`config.mk`:
```
export PLATFORM = sky130hd
export DESIGN_NAME = npc_unit
export DESIGN_NICKNAME = d
export VERILOG_FILES = /design/src/rtl/npc_pkg.sv /design/src/rtl/npc_cond_eval.sv /design/src/rtl/npc_target_gen.sv /design/src/rtl/npc_unit.sv
export SDC_FILE = /design/constraint.sdc
export NUM_CORES = 1
export LEC_CHECK = 0
export BUFFER_PORTS_ARGS = -buffer_cell sky130_fd_sc_hd__buf_2
export CAP_MARGIN = 0
export CORE_MARGIN = 5
export CORE_UTILIZATION = 42
export CTS_BUF_LIST = sky130_fd_sc_hd__clkbuf_8
export DETAILED_ROUTE_END_ITERATION = 10
export GPL_TIMING_DRIVEN = 0
export PLACE_DENSITY_LB_ADDON = 0.2
export SYNTH_ARGS = -nofsm -noshare
export SYNTH_HDL_FRONTEND = slang
export SYNTH_SLANG_ARGS = --single-unit
```
`constraint.sdc`:
```
create_clock -name clk -period 7.7 [get_ports clk]
set_input_delay 1.925 -clock clk [delete_from_list [all_inputs] [get_ports clk]]
set_output_delay 1.925 -clock clk [all_outputs]
set_load 0.03 [all_outputs]
```
`src/rtl/npc_pkg.sv`:
```
package npc_pkg;
  localparam int XLEN       = 32;
  localparam int OPC_W      = 6;
  localparam int JF_W       = 26;
  localparam int OFS_W      = 16;
  localparam int RIDX_W     = 5;
  localparam int INST_BYTES = 8;
  localparam int ALIGN_BITS = 3;
  localparam int LINK_REG   = 31;
  localparam int REGION_W   = XLEN - JF_W - 2;

  typedef enum logic [OPC_W-1:0] {
    OP_IDLE  = 6'h00,
    OP_JMP   = 6'h01,
    OP_JMPL  = 6'h02,
    OP_JREG  = 6'h03,
    OP_JREGL = 6'h04,
    OP_BEQ   = 6'h05,
    OP_BNE   = 6'h06,
    OP_BLE0  = 6'h07,
    OP_BGT0  = 6'h08,
    OP_BLT0  = 6'h09,
    OP_BGE0  = 6'h0a,
    OP_FPF   = 6'h0b,
    OP_FPT   = 6'h0c
  } op_e;

  // sequential address after one instruction
  function automatic logic [XLEN-1:0] fn_fallthru(input logic [XLEN-1:0] pc);
    return pc + XLEN'(INST_BYTES);
  endfunction

  // region-preserving direct jump address
  function automatic logic [XLEN-1:0] fn_jump_target(input logic [XLEN-1:0] pc,
                                                     input logic [JF_W-1:0] jf);
    return {pc[XLEN-1 -: REGION_W], jf, 2'b00};
  endfunction

  // PC-relative branch address, word displacement
  function automatic logic [XLEN-1:0] fn_branch_target(input logic [XLEN-1:0]  pc,
                                                       input logic [OFS_W-1:0] disp);
    logic [XLEN-1:0] sx;
    sx = {{(XLEN-OFS_W){disp[OFS_W-1]}}, disp};
    return fn_fallthru(pc) + (sx << 2);
  endfunction

  function automatic logic fn_misaligned(input logic [XLEN-1:0] addr);
    return |addr[ALIGN_BITS-1:0];
  endfunction
endpackage

```
`src/rtl/npc_cond_eval.sv`:
```
module npc_cond_eval
  import npc_pkg::*;
(
  input  logic [OPC_W-1:0] opcode,
  input  logic [XLEN-1:0]  src_a,
  input  logic [XLEN-1:0]  src_b,
  input  logic             fp_flag,
  output logic             is_branch,
  output logic             cond_true
);
  logic a_zero, a_neg;
  assign a_zero = (src_a == '0);
  assign a_neg  = src_a[XLEN-1];

  always_comb begin
    is_branch = 1'b1;
    cond_true = 1'b0;
    case (opcode)
      OP_BEQ:  cond_true = (src_a == src_b);
      OP_BNE:  cond_true = (src_a != src_b);
      OP_BLE0: cond_true = a_neg | a_zero;
      OP_BGT0: cond_true = ~a_neg & ~a_zero;
      OP_BLT0: cond_true = a_neg;
      OP_BGE0: cond_true = ~a_neg;
      OP_FPF:  cond_true = ~fp_flag;
      OP_FPT:  cond_true = fp_flag;
      default: is_branch = 1'b0;
    endcase
  end
endmodule

```
`src/rtl/npc_target_gen.sv`:
```
module npc_target_gen
  import npc_pkg::*;
(
  input  logic [OPC_W-1:0] opcode,
  input  logic [XLEN-1:0]  cur_pc,
  input  logic [JF_W-1:0]  jmp_field,
  input  logic [OFS_W-1:0] br_disp,
  input  logic [XLEN-1:0]  src_a,
  output logic             is_direct,
  output logic             is_indirect,
  output logic             misaligned,
  output logic [XLEN-1:0]  fallthru,
  output logic [XLEN-1:0]  target
);
  logic [XLEN-1:0] jump_t, branch_t;

  assign fallthru    = fn_fallthru(cur_pc);
  assign jump_t      = fn_jump_target(cur_pc, jmp_field);
  assign branch_t    = fn_branch_target(cur_pc, br_disp);
  assign is_direct   = (opcode == OP_JMP)  || (opcode == OP_JMPL);
  assign is_indirect = (opcode == OP_JREG) || (opcode == OP_JREGL);
  assign misaligned  = is_indirect && fn_misaligned(src_a);

  always_comb begin
    if (is_direct)                                    target = jump_t;
    else if (is_indirect)                             target = src_a;
    else if (opcode >= OP_BEQ && opcode <= OP_FPT)    target = branch_t;
    else                                              target = fallthru;
  end
endmodule

```
`src/rtl/npc_unit.sv`:
```
module npc_unit
  import npc_pkg::*;
(
  input  logic              clk,
  input  logic              rst_n,
  input  logic              req_valid,
  input  logic [XLEN-1:0]   cur_pc,
  input  logic [OPC_W-1:0]  opcode,
  input  logic [JF_W-1:0]   jmp_field,
  input  logic [OFS_W-1:0]  br_disp,
  input  logic [XLEN-1:0]   src_a,
  input  logic [XLEN-1:0]   src_b,
  input  logic [RIDX_W-1:0] rd_idx,
  input  logic              fp_flag,
  output logic              res_valid,
  output logic [XLEN-1:0]   target_pc,
  output logic [XLEN-1:0]   next_pc,
  output logic              taken,
  output logic              link_we,
  output logic [RIDX_W-1:0] link_idx,
  output logic [XLEN-1:0]   link_val,
  output logic              align_fault
);
  logic            is_branch, cond_true;
  logic            is_direct, is_indirect, misaligned;
  logic [XLEN-1:0] fallthru, target_d;

  logic              taken_d, link_d;
  logic [RIDX_W-1:0] lidx_d;

  npc_cond_eval u_cond (
    .opcode    (opcode),
    .src_a     (src_a),
    .src_b     (src_b),
    .fp_flag   (fp_flag),
    .is_branch (is_branch),
    .cond_true (cond_true)
  );

  npc_target_gen u_tgt (
    .opcode      (opcode),
    .cur_pc      (cur_pc),
    .jmp_field   (jmp_field),
    .br_disp     (br_disp),
    .src_a       (src_a),
    .is_direct   (is_direct),
    .is_indirect (is_indirect),
    .misaligned  (misaligned),
    .fallthru    (fallthru),
    .target      (target_d)
  );

  // decision: what is taken and who links
  always_comb begin
    taken_d = 1'b0;
    link_d  = 1'b0;
    lidx_d  = '0;
    if (is_direct) begin
      taken_d = 1'b1;
      link_d  = (opcode == OP_JMPL);
      lidx_d  = link_d ? RIDX_W'(LINK_REG) : '0;
    end else if (is_indirect) begin
      taken_d = ~misaligned;
      link_d  = (opcode == OP_JREGL) && ~misaligned;
      lidx_d  = link_d ? rd_idx : '0;
    end else if (is_branch) begin
      taken_d = cond_true;
    end
  end

  always_ff @(posedge clk) begin
    if (!rst_n) begin
      res_valid   <= 1'b0;
      target_pc   <= '0;
      next_pc     <= '0;
      taken       <= 1'b0;
      link_we     <= 1'b0;
      link_idx    <= '0;
      link_val    <= '0;
      align_fault <= 1'b0;
    end else begin
      res_valid <= req_valid;
      if (req_valid) begin
        target_pc   <= target_d;
        next_pc     <= taken_d ? target_d : fallthru;
        taken       <= taken_d;
        link_we     <= link_d;
        link_idx    <= lidx_d;
        link_val    <= link_d ? fallthru : '0;
        align_fault <= misaligned;
      end
    end
  end
endmodule

```
== Word-level counts from Yosys, hierarchy flattened ==
Cells that the tools add are included.

* Divide/modulo/power cells: 0
* Multipliers: 0
* Shift operators: 0
* Bitwise operators: 6
* Mux-type cells: 16
* Reduce and logical (&&, ||, !) cells: 8
* Order comparisons: 2
* $add $sub $neg: 2
* Equality and inequality tests: 14

{| class="wikitable"
|+ Operator list
! kind !! count
|-
| 32-bit two-way mux || 5
|-
| 32-bit adder || 1
|-
| 32-bit by 4-bit adder with 32-bit output (second input constant) || 1
|-
| 32-bit equality test || 1
|-
| 32-bit zero test || 1
|-
| 32-bit inequality test || 1
|-
| 6-bit by 4-bit equality test with 1-bit output (second input constant) || 5
|-
| 6-bit by 3-bit equality test with 1-bit output (second input constant) || 4
|-
| 5-bit two-way mux || 4
|-
| 6-bit by 2-bit equality test with 1-bit output (second input constant) || 2
|-
| 1-bit one-hot mux with 8 select lines || 1
|-
| 8-bit OR reduction || 1
|-
| 6-bit by 1-bit equality test with 1-bit output (second input constant) || 1
|-
| 6-bit by 3-bit >= comparator with 1-bit output (second input constant) || 1
|-
| 6-bit by 4-bit <= comparator with 1-bit output (second input constant) || 1
|-
| 1-bit two-way mux || 6
|-
| 1-bit inverter || 4
|-
| 1-bit logical AND || 3
|-
| 3-bit OR reduction || 1
|-
| 1-bit logical OR || 2
|-
| 1-bit bitwise AND || 1
|-
| 1-bit bitwise OR || 1
|}

* Register bits: 105
* Bits in writable memories: 0
* Memory bits (read-only): 0
* Bits in latches: 0
* Bits of input ports: 153
* Word-level logic and storage cells: 56
* Output and inout port bits: 105
* Memories kept: 0

== Depth between registers and ports, before layout ==
* Word-level depth: 8
* Mapped depth: 18
* Gate-level depth less buffers: 16

== By module ==
Synthesis repeated with hierarchy kept, for this count alone.

* Cells, all modules: 934
* Area total of the unflattened synthesis: 7682.4 sq um

{| class="wikitable"
|+ By module, submodules not included
! module !! area each (sq um) !! seq. area each (sq um) !! cells each !! times used
|-
| npc_unit || 4177.8 || 2102.0 || 403 || 1
|-
| npc_target_gen || 2951.6 || 0.0 || 458 || 1
|-
| npc_cond_eval || 553.0 || 0.0 || 73 || 1
|}

== Worst setup path after synthesis ==
OpenSTA, ideal clock, no wires.

* Kind: input port to flip-flop
* From: input cur_pc[3]
* To: register next_pc[28]
* Setup time: 0.071 ns
* Arrival: 5.210 ns
* Required time: 7.629 ns
* Buffers on the path: 1
* Stages on the path: 16
* Slack: 2.420 ns
* Cells stage by stage: ha_1 > and4_1 > and3_1 > buf_2 > nand2_1 > xnor2_1 > ha_1 > a21o_1 > a21o_1 > a2111oi_0 > a21oi_1 > a221o_1 > xnor2_1 > o21ai_0 > nand3_1 > a21oi_1

* Word-level cells in the longest chain between the ends: 6

{| class="wikitable"
|+ Ends and longest elaborated chain
! element !! RTL line !! source
|-
| from (decl) || npc_unit.sv:7 || <nowiki>input logic [XLEN-1:0] cur_pc,</nowiki>
|-
| 32-bit by 4-bit adder with 32-bit output (*) || npc_pkg.sv:30 || <nowiki>return pc + XLEN'(INST_BYTES);</nowiki>
|-
| 32-bit adder || npc_pkg.sv:44 || <nowiki>return fn_fallthru(pc) + (sx << 2);</nowiki>
|-
| 32-bit two-way mux || npc_target_gen.sv:27 || <nowiki>else if (opcode >= OP_BEQ && opcode <= OP_FPT) target = branch_t;</nowiki>
|-
| 32-bit two-way mux || npc_target_gen.sv:26 || <nowiki>else if (is_indirect) target = src_a;</nowiki>
|-
| 32-bit two-way mux || npc_target_gen.sv:25 || <nowiki>if (is_direct) target = jump_t;</nowiki>
|-
| 32-bit two-way mux (*) || npc_unit.sv:85 || <nowiki>next_pc <= taken_d ? target_d : fallthru;</nowiki>
|-
| to (signal assigned) || npc_unit.sv:85 ||
|-
| to (decl) || npc_unit.sv:17 || <nowiki>output logic [XLEN-1:0] next_pc,</nowiki>
|}

Mark *: on every way between the ends. The rest lies on a longest branch, timed or not.
A chain may end at the register's enable or synchronous reset.

== Worst setup path in the final report ==
* From: input cur_pc[3]
* To: register next_pc[20]

The elaborated chain is that of the path after synthesis.

==> summary.md <==
| Metric | Value |
|---|---|
| Post-synth EDFFs | `0` |
| DR WL/cell | `24.1 µm` |
| Most frequent cells in the layout | `buf_2 (265), dfxtp_1 (105), nor2_1 (103)` |
| Fmax | `157 MHz` |
| Final Cell Area | `9280 µm²` |
| Worst Skew | `0 ns` |
| Post-synthesis register bit count | `105` |
| Final design utilization | `0.522` |
| Clock sinks | `105` |
| Inst Count DP | `1,446` |
| Max Cap Violations | `0` |
| Post-synth ARST share | `0` |
| Crit-path max FO | `10` |
| Tot GR Track Use | `0.327` |
| Number of global-route vias before repair | `8,325` |
| Commonest non-fill, non-tap cell in the layout | `buf_2` |
| Compound-Gate Fraction of Synth Area | `0.288` |
| Sw Pwr | `604 µW` |
| Syn nets | `1,150` |
| Worst stage delay on the critical path | `0.66 ns` |
| Post-CTS Resized | `0` |
| Mapped Area | `7530 µm²` |
| Hold path startpoint | `link_idx[1]$_SDFFE_PN0P_` |
| Hold Violations, Final | `0` |
| Final setup viols | `0` |
| Starting density of the core | `0.423` |
| Routed WL | `35,300 µm` |
| Synth-to-Final Area Change | `23.3%` |
| # rows | `49` |
| Clock slew at reported path FFs | `0.12 ns` |
| Seq pwr share | `0.396` |
| Critical path's most frequent cell | `a21oi_1` |
| Setup TNS | `0 ns` |
| CP arrival | `6.74 ns` |
| Placed cell area | `9090 µm²` |
| R2r setup slk | `6.83 ns` |
| DRT Pass-1 Iters | `7` |
| Distinct cells, synth | `79` |
| Skew-Pair Late Insertion Delay | `0.41 ns` |
| Port bufs | `256` |
| CTS tree | `yes` |
| Vias/cell | `6.10` |
| Multiplexer share of the synthesized area | `0.0236` |
| Crit Path Class | `in -> reg` |
| Largest net degree at the start of global routing | `25` |
| Worst slew pin tran | `0.997 ns` |
| Worst Reg2Reg Path Length in Cells | `2` |
| Synth Area in Adders | `0.0608` |
| Crit. End Element | `flop` |
| Min Hold Slack | `0.467 ns` |
| Root buffer cell | `clkbuf_8` |
| Xor-xnor portion of the synthesized cell area | `0.0954` |
| WP buf/inv | `2` |
| R2r startpoint | `next_pc[8]$_SDFFE_PN0P_` |
| Routed vias | `8,936` |
| Peak VDD IR | `0.0908 mV` |
| Syn. warnings | `0` |
| Overflow after GRT | `0` |
| RSZ-0062 raised after global routing | `false` |
| Simple-Gate Fraction of Synth Area | `0.202` |
| DRC | `0` |
| Final period utilization | `0.830` |
| Hold path cells | `2` |
| CP Depth | `17` |
| Net Sw Frac | `0.407` |
| Dpl hpwl | `28,300 µm` |
| 1st-iter DRT viols | `1,088` |
| Clock buffer depth | `2` |
| Die height | `144 µm` |
| Fraction of layout cells with a size suffix above 1 | `0.243` |
| Syn_area_per_cell | `7.83 µm²` |
| Status | `completed` |
| WP data required | `8.05 ns` |
| Dominant combinational cell family by area after synthesis | `compound AO/OA/AOI/OAI gates` |
| Slew headroom | `0.335` |
| Post-CTS setup buffer count | `0` |
| Sequential share of the synthesized area | `0.279` |
| Pint | `880 µW` |
| Initial antenna violation count | `2` |
| Reg-to-reg endpoint | `next_pc[8]$_SDFFE_PN0P_` |
| Hold/Removal Path Class | `reg -> reg` |
| WHS Endpoint | `link_idx[1]$_SDFFE_PN0P_` |
| Mapped Cells | `961` |
| Fin cells | `1,464` |
| Core area | `17,800 µm²` |
| Hold-fix buffers at CTS | `0` |
| Slew Limit Fails | `0` |
| Layout Nets | `1,417` |
| CP Cell Sequence | `buf_2, ha_1, and4_1, and3_1, buf_2, nand2_1, xnor2_1, ha_1, a21o_1, a21o_1, a2111oi_0, a21oi_1, xnor2_1, a21oi_1, mux2_2, nand3_1, a21oi_1` |
| Gate power share | `0.360` |
| Clock network fraction of design power | `0.244` |
| Ys flop type | `dfxtp_1` |
| Minimum clock period | `6.39 ns` |
| H-tree Lvls | `3` |
| Top-Level Pins | `258` |
| Fillers | `1,812` |
| Leak | `0.00410 µW` |
| Antenna viol nets, final | `0` |
| Pwr dens | `160 nW/µm²` |
| Die X | `144 µm` |
| CP top delay family | `compound AO/OA/AOI/OAI gates` |
| RePlAce Congestion | `1.01` |
| Slowest CP cell | `xnor2_1` |
| Total CTS buffers | `9` |
| Worst setup SP type | `input pin` |
| Die ar. | `20,700 µm²` |
| First-pass GRT wire length | `50,900 µm` |
==> through the flow <==
step	worst slack, ns	power, µW
after floorplan	2.42	921
after global placement	0.997	1120
after detailed placement	1.04	1120
after CTS	1.47	1470
after global routing	1.11	1540
final	1.31	1480
==> flip-flops by register name (all words and copies together) (netlist names) <==
signal	count
align_fault	1
link_idx	5
taken	1
target_pc	32
res_valid	1
link_we	1
link_val	32
next_pc	32
==> power groups by stage <==
stage | Combinational (µW) | Sequential [µW] | Clock [µW]
after detailed placement | 520 | 599 | 0
final | 534 | 588 | 362
after global placement | 518 | 599 | 0
after CTS | 522 | 587 | 362
after floorplan | 269 | 652 | 0
after global routing | 569 | 590 | 383
==> synthesized netlist by cell type, drive strengths merged, types with 7 or more instances <==
| master | instances | area share |
|---|---|---|
| dfxtp | 105 | 0.28 |
| nor2 | 105 | 0.053 |
| a21oi | 83 | 0.055 |
| nand2 | 68 | 0.034 |
| xnor2 | 62 | 0.072 |
| clkbuf | 49 | 0.024 |
| a22oi | 47 | 0.047 |
| o21ai | 42 | 0.028 |
| ha | 35 | 0.058 |
| nand3 | 33 | 0.022 |
| inv | 28 | 0.014 |
| nand4 | 27 | 0.023 |
| a211oi | 23 | 0.023 |
| nor3 | 21 | 0.015 |
| xor2 | 20 | 0.023 |
| buf | 17 | 0.012 |
| mux2i | 14 | 0.019 |
| a21o | 10 | 0.010 |
| and3 | 10 | 0.0083 |
| nor4 | 10 | 0.010 |
| o211ai | 10 | 0.011 |
| o21a | 10 | 0.010 |
| a221oi | 9 | 0.012 |
| a31oi | 9 | 0.0095 |
| a22o | 8 | 0.0093 |
| o311ai | 8 | 0.0093 |
| and2 | 7 | 0.0058 |
| and4 | 7 | 0.0081 |
| o22ai | 7 | 0.0058 |
==> cells by family after synthesis <==
group | Yosys count
AO/OA/AOI/OAI | 315
adder cells (fa/ha/maj) | 36
multiplexers | 17
buffers and inverters | 95
XOR/XNOR | 82
flip-flops | 105
AND/OR/NAND/NOR | 311
==> area by class of cell <==
cell class	instances	area, µm²	area share
clock inverters	7	60.1	0.00647
well taps	229	287	0.0309
clock buffers	9	124	0.0133
repair buffers	256	1280	0.138
multi-input cells	761	5040	0.543
plain buffers	66	278	0.0299
flip-flops and latches	105	2100	0.226
diodes	2	5.00	0.000539
inverters	29	109	0.0117
==> worst min-delay path, cell delays in order, from the launching register on <==
cell and delay [ns]:
dfxtp_1 0.33, nand2_1 0.06, a21oi_1 0.05
==> layer usage <==
metal  global-route usage  share of wire  vias up  wire length (µm)
met1                0.443           0.41     4111             14300
li1                     -              -     4121                 -
met3               0.0715           0.11       96              4030
met4                0.135          0.042        0              1490
met5                    0              0        -                 0
met2                0.505           0.44      608             15500
==> worst max path at each step <==
stage	from	slack (ns)	end
2_1_floorplan	cur_pc[3]	2.42	next_pc[28]$_SDFFE_PN0P_
3_3_place_gp	cur_pc[3]	1.0	next_pc[20]$_SDFFE_PN0P_
3_5_place_dp	cur_pc[3]	1.04	next_pc[20]$_SDFFE_PN0P_
4_1_cts	cur_pc[3]	1.47	next_pc[31]$_SDFFE_PN0P_
5_1_grt	cur_pc[3]	1.11	next_pc[28]$_SDFFE_PN0P_
6_report	cur_pc[3]	1.31	next_pc[20]$_SDFFE_PN0P_
No activity file was read; power rests on OpenSTA's default activity.
